[src/rtl/lnk_tx_pkg.sv]
package lnk_tx_pkg;
   localparam int unsigned WORD_W = 32;
   localparam int unsigned BZ_BIT = 24;
   localparam int unsigned PRBS_W = 24;

   localparam logic [WORD_W-1:0] FIXED_WORD = 32'h1234_5678;
   localparam logic [WORD_W-1:0] IDLE_EVEN  = 32'h0055_5555;
   localparam logic [WORD_W-1:0] IDLE_ODD   = 32'h00AA_AAAA;

   typedef struct packed {
      logic test_en;
      logic rand_sel;
      logic mark_en;
      logic chk_en;
   } lnk_cfg_t;

   function automatic logic [7:0] fold_bytes(input logic [23:0] low);
      return low[7:0] ^ low[15:8] ^ low[23:16];
   endfunction
endpackage

[src/rtl/lnk_cfg_regs.sv]
module lnk_cfg_regs
   import lnk_tx_pkg::*;
#(
   parameter int unsigned ADDR_W    = 8,
   parameter int unsigned MODE_ADDR = 'h04,
   parameter int unsigned CTRL_ADDR = 'h4C
) (
   input  logic              clk_i,
   input  logic              rst_i,
   input  logic              wr_en_i,
   input  logic [ADDR_W-1:0] wr_addr_i,
   input  logic [7:0]        wr_data_i,
   output lnk_cfg_t          cfg_o
);
   localparam logic [ADDR_W-1:0] MODE_A = ADDR_W'(MODE_ADDR);
   localparam logic [ADDR_W-1:0] CTRL_A = ADDR_W'(CTRL_ADDR);

   if (MODE_ADDR >= (1 << ADDR_W) || CTRL_ADDR >= (1 << ADDR_W)) begin : g_bad_addr
      $error("register offsets do not fit ADDR_W");
   end

   logic hit_mode, hit_ctrl;
   assign hit_mode = wr_en_i && (wr_addr_i == MODE_A);
   assign hit_ctrl = wr_en_i && (wr_addr_i == CTRL_A);

   wire unused_wdata = ^wr_data_i[6:3];

   always_ff @(posedge clk_i) begin
      if (rst_i) begin
         cfg_o <= '0;
      end else begin
         if (hit_mode) cfg_o.test_en <= wr_data_i[7];
         if (hit_ctrl) begin
            cfg_o.chk_en   <= wr_data_i[0];
            cfg_o.mark_en  <= wr_data_i[1];
            cfg_o.rand_sel <= wr_data_i[2];
         end
      end
   end


   unmapped_ign_chk: assert property (@(posedge clk_i) disable iff (rst_i)
      (wr_en_i && wr_addr_i != MODE_A && wr_addr_i != CTRL_A) |=> $stable(cfg_o));
endmodule

[src/rtl/lnk_bx_counter.sv]
module lnk_bx_counter #(
   parameter int unsigned BX_W    = 12,
   parameter int unsigned BX_MAX  = 3563,
   parameter int unsigned FIELD_W = 7
) (
   input  logic               clk_i,
   input  logic               rst_i,
   input  logic               orbit_i,
   output logic [FIELD_W-1:0] field_o,
   output logic               zero_o
);
   localparam logic [BX_W-1:0] LAST = BX_W'(BX_MAX);

   if (BX_MAX >= (1 << BX_W) || BX_MAX == 0) begin : g_bad_max
      $error("BX_MAX must be nonzero and fit BX_W");
   end
   if (FIELD_W > BX_W) begin : g_bad_field
      $error("FIELD_W exceeds BX_W");
   end

   logic [BX_W-1:0] cnt_q;

   always_ff @(posedge clk_i) begin
      if (rst_i || orbit_i)   cnt_q <= '0;
      else if (cnt_q == LAST) cnt_q <= '0;
      else                    cnt_q <= cnt_q + 1'b1;
   end

   assign field_o = cnt_q[FIELD_W-1:0];
   assign zero_o  = (cnt_q == '0);


   bx_orbit_chk: assert property (@(posedge clk_i) disable iff (rst_i)
      orbit_i |=> zero_o);

   bx_range_chk: assert property (@(posedge clk_i) disable iff (rst_i)
      cnt_q <= LAST);

   bx_step_chk: assert property (@(posedge clk_i) disable iff (rst_i)
      (!orbit_i && cnt_q != LAST) |=> cnt_q == $past(cnt_q) + 1'b1);
endmodule

[src/rtl/lnk_prbs24.sv]
module lnk_prbs24
   import lnk_tx_pkg::*;
#(
   parameter logic [PRBS_W-1:0] SEED = 24'h5A_C3E1
) (
   input  logic              clk_i,
   input  logic              rst_i,
   input  logic              adv_i,
   output logic [PRBS_W-1:0] state_o
);
   if (SEED == '0) begin : g_bad_seed
      $error("SEED must be nonzero");
   end

   logic fb;
   assign fb = state_o[23] ^ state_o[22] ^ state_o[21] ^ state_o[16];

   always_ff @(posedge clk_i) begin
      if (rst_i)      state_o <= SEED;
      else if (adv_i) state_o <= {state_o[22:0], fb};
   end


   prbs_nonzero_chk: assert property (@(posedge clk_i) disable iff (rst_i)
      state_o != '0);

   prbs_hold_chk: assert property (@(posedge clk_i) disable iff (rst_i)
      !adv_i |=> $stable(state_o));
endmodule

[src/rtl/lnk_tx_framer.sv]
module lnk_tx_framer
   import lnk_tx_pkg::*;
#(
   parameter int unsigned       ADDR_W    = 8,
   parameter int unsigned       DATA_W    = 19,
   parameter int unsigned       BX_W      = 12,
   parameter int unsigned       BX_MAX    = 3563,
   parameter int unsigned       BXF_LSB   = 25,
   parameter bit                HAS_CHECK = 1'b1,
   parameter logic [PRBS_W-1:0] SEED      = 24'h5A_C3E1
) (
   input  logic              clk_i,
   input  logic              rst_i,
   input  logic              wr_en_i,
   input  logic [ADDR_W-1:0] wr_addr_i,
   input  logic [7:0]        wr_data_i,
   input  logic [DATA_W-1:0] data_i,
   input  logic              orbit_i,
   input  logic              go_i,
   output logic [31:0]       word_o
);
   localparam int unsigned BXF_W = WORD_W - BXF_LSB;

   if (DATA_W == 0 || DATA_W > BZ_BIT) begin : g_bad_data
      $error("DATA_W must lie in 1..24");
   end
   if (BXF_LSB != BZ_BIT + 1) begin : g_bad_bxf
      $error("bunch field must sit just above the zero flag");
   end

   lnk_cfg_t          cfg;
   logic [BXF_W-1:0]  bx_field;
   logic              bx_zero;
   logic [PRBS_W-1:0] prbs;
   logic              prbs_adv;
   logic              idle_q, phase_q;
   logic [31:0]       marked, pay_word, nxt_word;

   lnk_cfg_regs #(.ADDR_W(ADDR_W)) u_regs (
      .clk_i     (clk_i),
      .rst_i     (rst_i),
      .wr_en_i   (wr_en_i),
      .wr_addr_i (wr_addr_i),
      .wr_data_i (wr_data_i),
      .cfg_o     (cfg)
   );

   lnk_bx_counter #(.BX_W(BX_W), .BX_MAX(BX_MAX), .FIELD_W(BXF_W)) u_bx (
      .clk_i   (clk_i),
      .rst_i   (rst_i),
      .orbit_i (orbit_i),
      .field_o (bx_field),
      .zero_o  (bx_zero)
   );

   assign prbs_adv = cfg.test_en && cfg.rand_sel;

   lnk_prbs24 #(.SEED(SEED)) u_prbs (
      .clk_i   (clk_i),
      .rst_i   (rst_i),
      .adv_i   (prbs_adv),
      .state_o (prbs)
   );

   always_comb begin
      marked = '0;
      marked[DATA_W-1:0] = data_i;
      if (cfg.mark_en) begin
         marked[BZ_BIT]            = bx_zero;
         marked[WORD_W-1:BXF_LSB]  = bx_field;
      end
   end

   if (HAS_CHECK) begin : g_chk
      assign pay_word = cfg.chk_en ? {fold_bytes(marked[23:0]), marked[23:0]} : marked;
   end else begin : g_nochk
      assign pay_word = marked;
   end

   always_comb begin
      if (cfg.test_en)  nxt_word = cfg.rand_sel ? {8'h00, prbs} : FIXED_WORD;
      else if (idle_q)  nxt_word = phase_q ? IDLE_ODD : IDLE_EVEN;
      else              nxt_word = pay_word;
   end

   always_ff @(posedge clk_i) begin
      if (rst_i) begin
         idle_q  <= 1'b1;
         phase_q <= 1'b0;
         word_o  <= '0;
      end else begin
         phase_q <= ~phase_q;
         if (go_i) idle_q <= 1'b0;
         word_o  <= nxt_word;
      end
   end


   idle_sticky_chk: assert property (@(posedge clk_i) disable iff (rst_i)
      (idle_q && !go_i) |=> idle_q);

   idle_shape_chk: assert property (@(posedge clk_i) disable iff (rst_i)
      (idle_q && !cfg.test_en) |=> (word_o == IDLE_EVEN || word_o == IDLE_ODD));

   test_fixed_chk: assert property (@(posedge clk_i) disable iff (rst_i)
      (cfg.test_en && !cfg.rand_sel) |=> word_o == FIXED_WORD);

   payload_gap_chk: assert property (@(posedge clk_i) disable iff (rst_i)
      (!idle_q && !cfg.test_en) |=> word_o[BZ_BIT-1:DATA_W] == '0);
endmodule

[config.mk]
export PLATFORM = sky130hd
export DESIGN_NAME = lnk_tx_framer
export DESIGN_NICKNAME = d
export VERILOG_FILES = /design/src/rtl/lnk_tx_pkg.sv /design/src/rtl/lnk_cfg_regs.sv /design/src/rtl/lnk_bx_counter.sv /design/src/rtl/lnk_prbs24.sv /design/src/rtl/lnk_tx_framer.sv
export SDC_FILE = /design/constraint.sdc
export NUM_CORES = 1
export LEC_CHECK = 0
export BUFFER_PORTS_ARGS = -buffer_cell sky130_fd_sc_hd__buf_2
export CAP_MARGIN = 20
export CORE_ASPECT_RATIO = 1.2
export CORE_MARGIN = 4
export CORE_UTILIZATION = 30
export DETAILED_ROUTE_END_ITERATION = 8
export SLEW_MARGIN = 30
export SYNTH_ARGS = -nofsm -noshare
export SYNTH_HDL_FRONTEND = slang
export SYNTH_SLANG_ARGS = --single-unit
[constraint.sdc]
create_clock -name clk_i -period 2.8 [get_ports clk_i]
set_clock_uncertainty 0.15 [all_clocks]
set_input_delay 0.56 -clock clk_i [delete_from_list [all_inputs] [get_ports clk_i]]
set_output_delay 0.56 -clock clk_i [all_outputs]
set_load 0.1 [all_outputs]
# Word-level counts from Yosys, hierarchy flattened
# Cells that the tools add are included.
# W data, S select, Z words.
# totals
reg_bits,74
in_bits,40
word_cells,31
# classes
addsub,1
n_eq_ne,3
n_mux,6
bitwise,6
reduce_logical,6
# ops
cell,count
$mux W32,3
$mux W29,1
$mux W24,1
$add A12 B1 Y12 const B,1
$eq A12 B12 Y1 const B,1
$logic_not A12 Y1,1
$eq A8 B3 Y1 const B,1
$eq A8 B7 Y1 const B,1
$mux W8,1
$xor A8 B3 Y8,1
$xor A8 B8 Y8,1
$logic_and A1 B1 Y1,3
$xor A1 B1 Y1,3
$reduce_or A2 Y1,1
$logic_or A1 B1 Y1,1
$not A1 Y1,1

# Longest topological paths before layout
# Gate-level depths: netlist of the first run.
# depth
depth_word,5
mapped_depth,5
ltp_nobuf,5

# Cells and area by module
# A second synthesis of the first run with hierarchy kept.
# unflattened
cells_unflattened,333
area_unflattened_um2,3188.1
# by_module_without_submodules
mod,instances,cells_each,area_per_inst_um2,seq_area_each_um2
lnk_tx_framer,1,155,1386.3,680.7
lnk_prbs24,1,81,908.4,480.5
lnk_bx_counter,1,76,651.9,240.2
lnk_cfg_regs,1,21,241.5,80.1

# Worst setup path after synthesis of the first run
# No wires, ideal clock.
# synth_timing
kind,input-to-reg
startpoint,in wr_addr_i[5]
endpoint,reg u_regs.cfg_o[0] in the netlist's numbering
setup_time_ps,128
t_arrival_ps,1502
required_ps,2522
path_slack_ps,1021
path_stages,5
path_buffers,1
cell_sequence,nor4b_1 -> and4_1 -> clkbuf_1 -> mux2i_1 -> nor2_1
# synth_via
elab_chain_len,2
# synth_rtl
element,line_no,rtl
from (decl),lnk_tx_framer.sv:15,"input logic [ADDR_W-1:0] wr_addr_i,"
$eq A8 B7 Y1,lnk_cfg_regs.sv:24,assign hit_ctrl = wr_en_i && (wr_addr_i == CTRL_A);
$logic_and A1 B1 Y1,lnk_cfg_regs.sv:24,
to (decl),lnk_cfg_regs.sv:13,output lnk_cfg_t cfg_o
# Every way passes these cells.
# A chain may end at the register's enable or synchronous reset.

# Worst setup path in the final report of the first run
# layout_timing
startpoint,reg idle_q
endpoint,reg word_o[10]
# layout_via
elab_chain_len,2
# layout_rtl
element,line_no,rtl
from (decl),lnk_tx_framer.sv:36,"logic idle_q, phase_q;"
from (signal assigned),lnk_tx_framer.sv:88,idle_q <= 1'b1;
from (signal assigned),lnk_tx_framer.sv:93,if (go_i) idle_q <= 1'b0;
$mux W32,lnk_tx_framer.sv:82,else if (idle_q) nxt_word = phase_q ? IDLE_ODD : IDLE_EVEN;
$mux W32,lnk_tx_framer.sv:81,"if (cfg.test_en) nxt_word = cfg.rand_sel ? {8'h00, prbs} : FIXED_WORD;"
to (signal assigned),lnk_tx_framer.sv:94,word_o <= nxt_word;
to (decl),lnk_tx_framer.sv:20,output logic [31:0] word_o
# Every way passes these cells.

==> results of run 1 <==
[worst min path at each step]
| stage | from | endpoint | slack (ns) | cells past startpoint |
|---|---|---|---|---|
| 2_1_floorplan | phase_q$_SDFF_PP0_ | phase_q$_SDFF_PP0_ | 0.28 | 1 |
| 3_3_place_gp | phase_q$_SDFF_PP0_ | phase_q$_SDFF_PP0_ | 0.28 | 1 |
| 3_5_place_dp | phase_q$_SDFF_PP0_ | phase_q$_SDFF_PP0_ | 0.30 | 1 |
| 4_1_cts | go_i | idle_q$_SDFFE_PP1P_ | 0.23 | 2 |
| 5_1_grt | go_i | idle_q$_SDFFE_PP1P_ | 0.25 | 2 |
| 6_report | go_i | idle_q$_SDFFE_PP1P_ | 0.25 | 2 |
[cells in the mapped netlist, types with 4 or more instances]
library cell,instances,share of area
dfxtp_1,74,0.52
nand2_1,45,0.059
nor2_1,37,0.049
a21oi_1,33,0.058
o21ai_0,18,0.032
nor3_1,14,0.025
xnor2_1,13,0.040
a21boi_0,10,0.026
clkbuf_1,10,0.013
nand3_1,10,0.018
inv_1,9,0.012
xor2_1,8,0.025
a22oi_1,6,0.016
buf_2,5,0.0088
a31oi_1,4,0.0088
mux2i_1,4,0.014
[kinds of logic (layout without fill, tap and decap cells)]
kind of cell,after synthesis,count (layout)
multiplexers,4,4
AND/OR/NAND/NOR,125,125
adder cells (fa/ha/maj),2,2
AO/OA/AOI/OAI,76,76
flip-flops,74,74
XOR/XNOR,21,21
buffers and inverters,28,95
[registers in the layout, summed over array words and instances (netlist names)]
| name | flops |
|---|---|
| u_prbs.state_o | 24 |
| u_regs.cfg_o | 4 |
| idle_q | 1 |
| u_bx.cnt_q | 12 |
| word_o | 32 |
| phase_q | 1 |
[metal layers]
metal | up-vias | part of all wire | track usage
met5 | - | 0 | 0
met4 | 0 | 0.028 | 0.0618
met3 | 15 | 0.043 | 0.0388
met2 | 56 | 0.51 | 0.227
met1 | 1163 | 0.41 | 0.144
li1 | 1242 | - | -
[per-stage QoR]
step,setup slack [ns],area (µm²),util,hold slack [ns],cells
final,0.951,3470,0.378,0.248,517
after global routing,0.762,3470,0.378,0.247,517
after CTS,0.933,3470,0.378,0.235,517
after detailed placement,0.905,3280,0.357,0.297,501
after global placement,0.938,3280,0.357,0.285,501
after floorplan,1.02,2850,-,0.276,330
[cells in the final DEF (no fill, tap or decap), drive strengths merged, types with 2 or more instances in the layout]
| cell type | n |
|---|---|
| and4 | 2 |
| a21oi | 33 |
| nor4b | 2 |
| clkinvlp | 2 |
| nand4 | 2 |
| a21boi | 10 |
| o21ai | 18 |
| buf | 70 |
| xnor2 | 13 |
| xor2 | 8 |
| or3 | 3 |
| nor2 | 37 |
| dfxtp | 74 |
| mux2i | 4 |
| nor3 | 14 |
| nand2 | 45 |
| inv | 9 |
| clkinv | 2 |
| a22oi | 6 |
| a31oi | 4 |
| clkbuf | 12 |
| ha | 2 |
| nand3 | 11 |
| and3 | 2 |
[power by group through the flow]
stage          registers, µW  logic, µW  clock network, µW
2_1_floorplan           1300       71.9                  0
3_3_place_gp            1120        339                  0
3_5_place_dp            1120        339                  0
4_1_cts                 1090        339                797
5_1_grt                 1100        355                834
6_report                1090        338                775
[final cells by class]
type	instances	area share
clock buffers	12	0.0476
multi-input cells	228	0.362
well taps	120	0.0433
repair buffers	70	0.103
inverters	9	0.00974
flip-flops and latches	74	0.427
clock inverters	4	0.00721
[worst max-delay path, delay by kind of cell, from the launching register on]
kind	cells	cell delay [ns]
compound gates	2	1.03
flops	1	0.45
simple gates	1	0.08
==> impl_metrics.json, run 1 <==
{
  "outcome": "completed",
  "max_slew.worst_pin.slew_ns": 0.830,
  "fp.dieH_um": 115,
  "die_w_um": 97.0,
  "htreeDepth": 3,
  "switchingPower_uw": 666,
  "synth-adder-area-share": 0.00878,
  "yosysSeqAreaShare": 0.520,
  "r2r_setup_slack_ns": 0.95,
  "seq_area_mm2": 0.00148,
  "drtAntennaViolNets": 0,
  "numCtsBuffers": 9,
  "endpoint_kind": "flop",
  "top_level_ports": 72,
  "start_util": 0.311,
  "syn_nets": 372,
  "syn_area_mm2": 0.00285,
  "nets": 434,
  "cp-startpoint": "idle_q$_SDFFE_PP1P_",
  "r2r_end": "word_o[10]$_SDFF_PP0_",
  "antenna_found_initial": 0,
  "fmax_mhz": 541,
  "io_buffers": 67,
  "multi_input_area_mm2": 0.00126,
  "synth_mux_area_frac": 0.0140,
  "cellPowerDensity_mw_per_mm2": 636,
  "place.gp.congestion": 0.865,
  "cts_resized": 0,
  "antennaDiodeCount": 0,
  "cts_tree": "yes",
  "via_per_inst": 4.79,
  "first_pass_iters": 4,
  "hold_path_class": "primary input to flop",
  "clock_path_buffers": 2,
  "drive_gt1_frac": 0.229,
  "synth_cell_types": 39,
  "slowest_stage": "a21oi_1",
  "routedWlPerCell_um": 13.8,
  "switching_share": 0.302,
  "grt_pass1_vias": 2383,
  "timing.critical_path.slowest_cell_delay_ns": 0.70,
  "clkPwrFrac": 0.351,
  "design.core.area_mm2": 0.00918,
  "power_uw": 2210,
  "p_seq_frac": 0.496,
  "ir_drop_uv": 187,
  "finalWirelength_mm": 7.11,
  "worstPathCellList": "a21oi_1, a21boi_0, nor3_1",
  "slew_viol_final": 0,
  "grt_pass1_wl_mm": 11.4,
  "required_ns": 2.86,
  "reg2reg_depth": 3,
  "arrival_ns": 1.91,
  "placementRows": 38,
  "synth-seq-cells": 74,
  "cts_setup_buffers": 0,
  "drt_first_iter_violations": 121,
  "vias": 2476,
  "finalCriticalPeriod_ns": 1.85,
  "path_clk_slew_ns": 0.07,
  "slew_headroom": 0.445,
  "cp-start-kind": "flop",
  "synth-xor-area-share": 0.0645,
  "critPathMaxFanout": 15,
  "yosysWarnings": 0,
  "max_cap_viol_count": 0,
  "pwr-share-comb": 0.153,
  "yosys.area_share.simple": 0.198,
  "fillers": 943,
  "synth-compound-area-share": 0.155,
  "dpl.hpwl_mm": 5.32,
  "synth_top_family_by_area": "simple AND/OR/NAND/NOR gates",
  "p_leak_uw": 0.00137,
  "cts_hold_buffers": 0,
  "grt_start_max_net_pins": 49,
  "path_class": "flop to flop",
  "die_area_mm2": 0.0111,
  "finalSetupTns_ns": 0,
  "synth_edf_count": 0,
  "ys.flop_type": "dfxtp_1",
  "rsz0062_at_grt": "false",
  "async_flop_share": 0,
  "endpoint": "word_o[10]$_SDFF_PP0_",
  "timing.final.crit_share": 0.660,
  "r2r_start": "idle_q$_SDFFE_PP1P_",
  "clock_latency_ns": 0.35,
  "grtUsageTotal": 0.129,
  "setup_viol": 0,
  "cts-root-buf": "clkbuf_8",
  "power.internal_uw": 1540,
  "areaGrowthSynthToFinish_pct": 21.7,
  "drc_errors": 0,
  "cts_sinks": 74,
  "grt.overflow.total": 0,
  "syn_inst": 330,
  "avgSynthCellArea_um2": 8.64,
  "hold_violations": 0
}
Power figures use the tool's default switching activity.
==> run 2, diff against run 1 <==
==> constraint.sdc (replaced) <==
create_clock -name clk_i -period 1.5 [get_ports clk_i]
set_clock_uncertainty 0.15 [all_clocks]
set_input_delay 0.3 -clock clk_i [delete_from_list [all_inputs] [get_ports clk_i]]
set_output_delay 0.3 -clock clk_i [all_outputs]
set_load 0.1 [all_outputs]
==> run 2 against run 1 <==
Effect of this change: flip-flop and latch count stayed put; maximum frequency rose by 27%; first-iteration DRC count is 0.83% lower; combinational power up 140%; wire length grew 11%; design area is 22% higher; via count increased by 4.9%; cell count rose by 5.0%; non-clock buffer count up 27; utilization grew 8.4 points; sequential power grew 90%; critical endpoint is now u_bx.cnt_q[11]$_SDFF_PP0_; largest power group unchanged.
==> impl_metrics.json, run 2 (synthesized netlist as in run 1, its figures left out) <==
{
  "outcome": "completed",
  "grt_start_max_net_pins": 29,
  "ir_drop_uv": 345,
  "endpoint": "u_bx.cnt_q[11]$_SDFF_PP0_",
  "mostFrequentLayoutCells": "dfxtp_1 (68), nand2_1 (43), nor2_1 (37)",
  "finalCriticalPeriod_ns": 1.46,
  "largest-register": "word_o",
  "place.gp.congestion": 0.854,
  "cellPowerDensity_mw_per_mm2": 1050,
  "drtAntennaViolNets": 0,
  "finalWirelength_mm": 7.88,
  "fp.dieH_um": 115,
  "r2r_end": "u_bx.cnt_q[11]$_SDFF_PP0_",
  "path_class": "flop to flop",
  "max_cap_viol_count": 0,
  "via_per_inst": 4.78,
  "vias": 2598,
  "endpoint_kind": "flop",
  "required_ns": 1.63,
  "placementRows": 38,
  "finalSetupTns_ns": 0,
  "critPathMaxFanout": 3,
  "numCtsBuffers": 9,
  "timing.final.crit_share": 0.970,
  "p_leak_uw": 0.00164,
  "cts-root-buf": "clkbuf_8",
  "setup_viol": 0,
  "design.core.area_mm2": 0.00918,
  "antennaDiodeCount": 0,
  "htreeDepth": 3,
  "r2r_setup_slack_ns": 0.04,
  "start_util": 0.311,
  "slew_headroom": 0.718,
  "whs_ns": 0.0354,
  "reg2reg_depth": 4,
  "path_clk_slew_ns": 0.07,
  "die_area_mm2": 0.0111,
  "largest_register_ffs": 32,
  "whs_path_depth": 3,
  "clock_path_buffers": 2,
  "arrival_ns": 1.58,
  "slowest_stage": "dfxtp_2",
  "grtUsageTotal": 0.144,
  "die_w_um": 97.0,
  "top_regs": "word_o (32), u_prbs.state_o (24), u_bx.cnt_q (12)",
  "drive_gt1_frac": 0.305,
  "timing.critical_path.slowest_cell_delay_ns": 0.37,
  "top_level_ports": 72,
  "path_delay_family": "simple AND/OR/NAND/NOR gates",
  "slew_viol_final": 0,
  "cts_sinks": 74,
  "hold_path_class": "primary input to flop",
  "dpl_cell_area_mm2": 0.00397,
  "first_pass_iters": 4,
  "power_uw": 4470,
  "drc_errors": 0,
  "cp-startpoint": "u_bx.cnt_q[0]$_SDFF_PP0_",
  "final_common_cell": "dfxtp_1",
  "worst-path-stages": 4,
  "cp-start-kind": "flop",
  "io_buffers": 67,
  "cp_num_buf_inv": 0,
  "dpl.hpwl_mm": 5.92,
  "clock_latency_ns": 0.35,
  "grt.overflow.total": 0,
  "cts_setup_buffers": 0,
  "r2r_start": "u_bx.cnt_q[0]$_SDFF_PP0_",
  "antenna_found_initial": 0,
  "drt_first_iter_violations": 120,
  "fmax_mhz": 687,
  "final_area_mm2": 0.00424,
  "areaGrowthSynthToFinish_pct": 48.7,
  "grt_pass1_vias": 2666,
  "hold_violations": 0,
  "routedWlPerCell_um": 14.5,
  "max_slew.worst_pin.slew_ns": 0.417,
  "nets": 461,
  "grt_pass1_wl_mm": 12.8,
  "worstPathCellList": "nand2_2, or3_4, or3_1, a31oi_1",
  "cts_tree": "yes"
}
-- run 2: cell count changes in the layout (fill, tap and decap cells not counted), sizes merged --
cell	previous run	this run
buf	70	96
bufinv	0	1
clkbuf	12	11
clkinvlp	2	1
dlygate4sd3	0	1
-- run 2: timing repair --
| item | 4_1_cts | 5_1_grt |
|---|---|---|
| resized for setup | 2 | 14 |
| endpoints found under the setup margin | 4 | 11 |
| hold endpoints to repair | 1 | 0 |
| hold buffers | 1 | 0 |
| pin swaps | 0 | 4 |
-- run 2: how the worst min path moves through the flow --
| stage | startpoint | end | slack (ns) |
|---|---|---|---|
| after global placement | phase_q$_SDFF_PP0_ | phase_q$_SDFF_PP0_ | 0.29 |
| after floorplan | go_i | idle_q$_SDFFE_PP1P_ | 0.25 |
| final | wr_data_i[7] | u_regs.cfg_o[3]$_SDFFE_PP0P_ | 0.04 |
| after CTS | wr_data_i[7] | u_regs.cfg_o[3]$_SDFFE_PP0P_ | 0.04 |
| after global routing | wr_data_i[7] | u_regs.cfg_o[3]$_SDFFE_PP0P_ | 0.04 |
| after detailed placement | u_prbs.state_o[18]$_SDFFE_PP0P_ | u_prbs.state_o[18]$_SDFFE_PP0P_ | 0.30 |
-- run 2: metrics by stage --
step | std cells | setup slack [ns] | util
after floorplan | 330 | -0.0159 | -
after global placement | 527 | -0.0768 | 0.433
after detailed placement | 527 | -0.219 | 0.433
after CTS | 543 | -0.0136 | 0.456
after global routing | 543 | -0.0180 | 0.462
final | 543 | 0.0448 | 0.462
-- run 2: cell type report --
type,count,area (µm²)
Fill cell,865,4940
Sequential cell,74,1490
Multi-Input combinational cell,228,1300
Timing Repair Buffer,97,1060
Clock buffer,11,151
Tap cell,120,150
Clock inverter,4,51.3
Inverter,9,33.8
-- run 2: worst reg2reg max path, stage by stage (launching register included) --
cell and delay (ns):
dfxtp_2 0.37, nand2_2 0.08, or3_4 0.37, or3_1 0.30
a31oi_1 0.12
-- run 2: layer usage --
metal	share of wire	vias to the layer above	global-route usage
li1	-	1298	-
met1	0.38	1210	0.154
met2	0.54	65	0.268
met3	0.047	25	0.0400
met4	0.031	0	0.0618
met5	0	-	0
-- run 2: power by group --
group          internal (µW)  switching, µW  total [µW]
combinational            309            516         826
clock                    850            728        1580
sequential              2020           50.7        2070
total                   3180           1300        4470
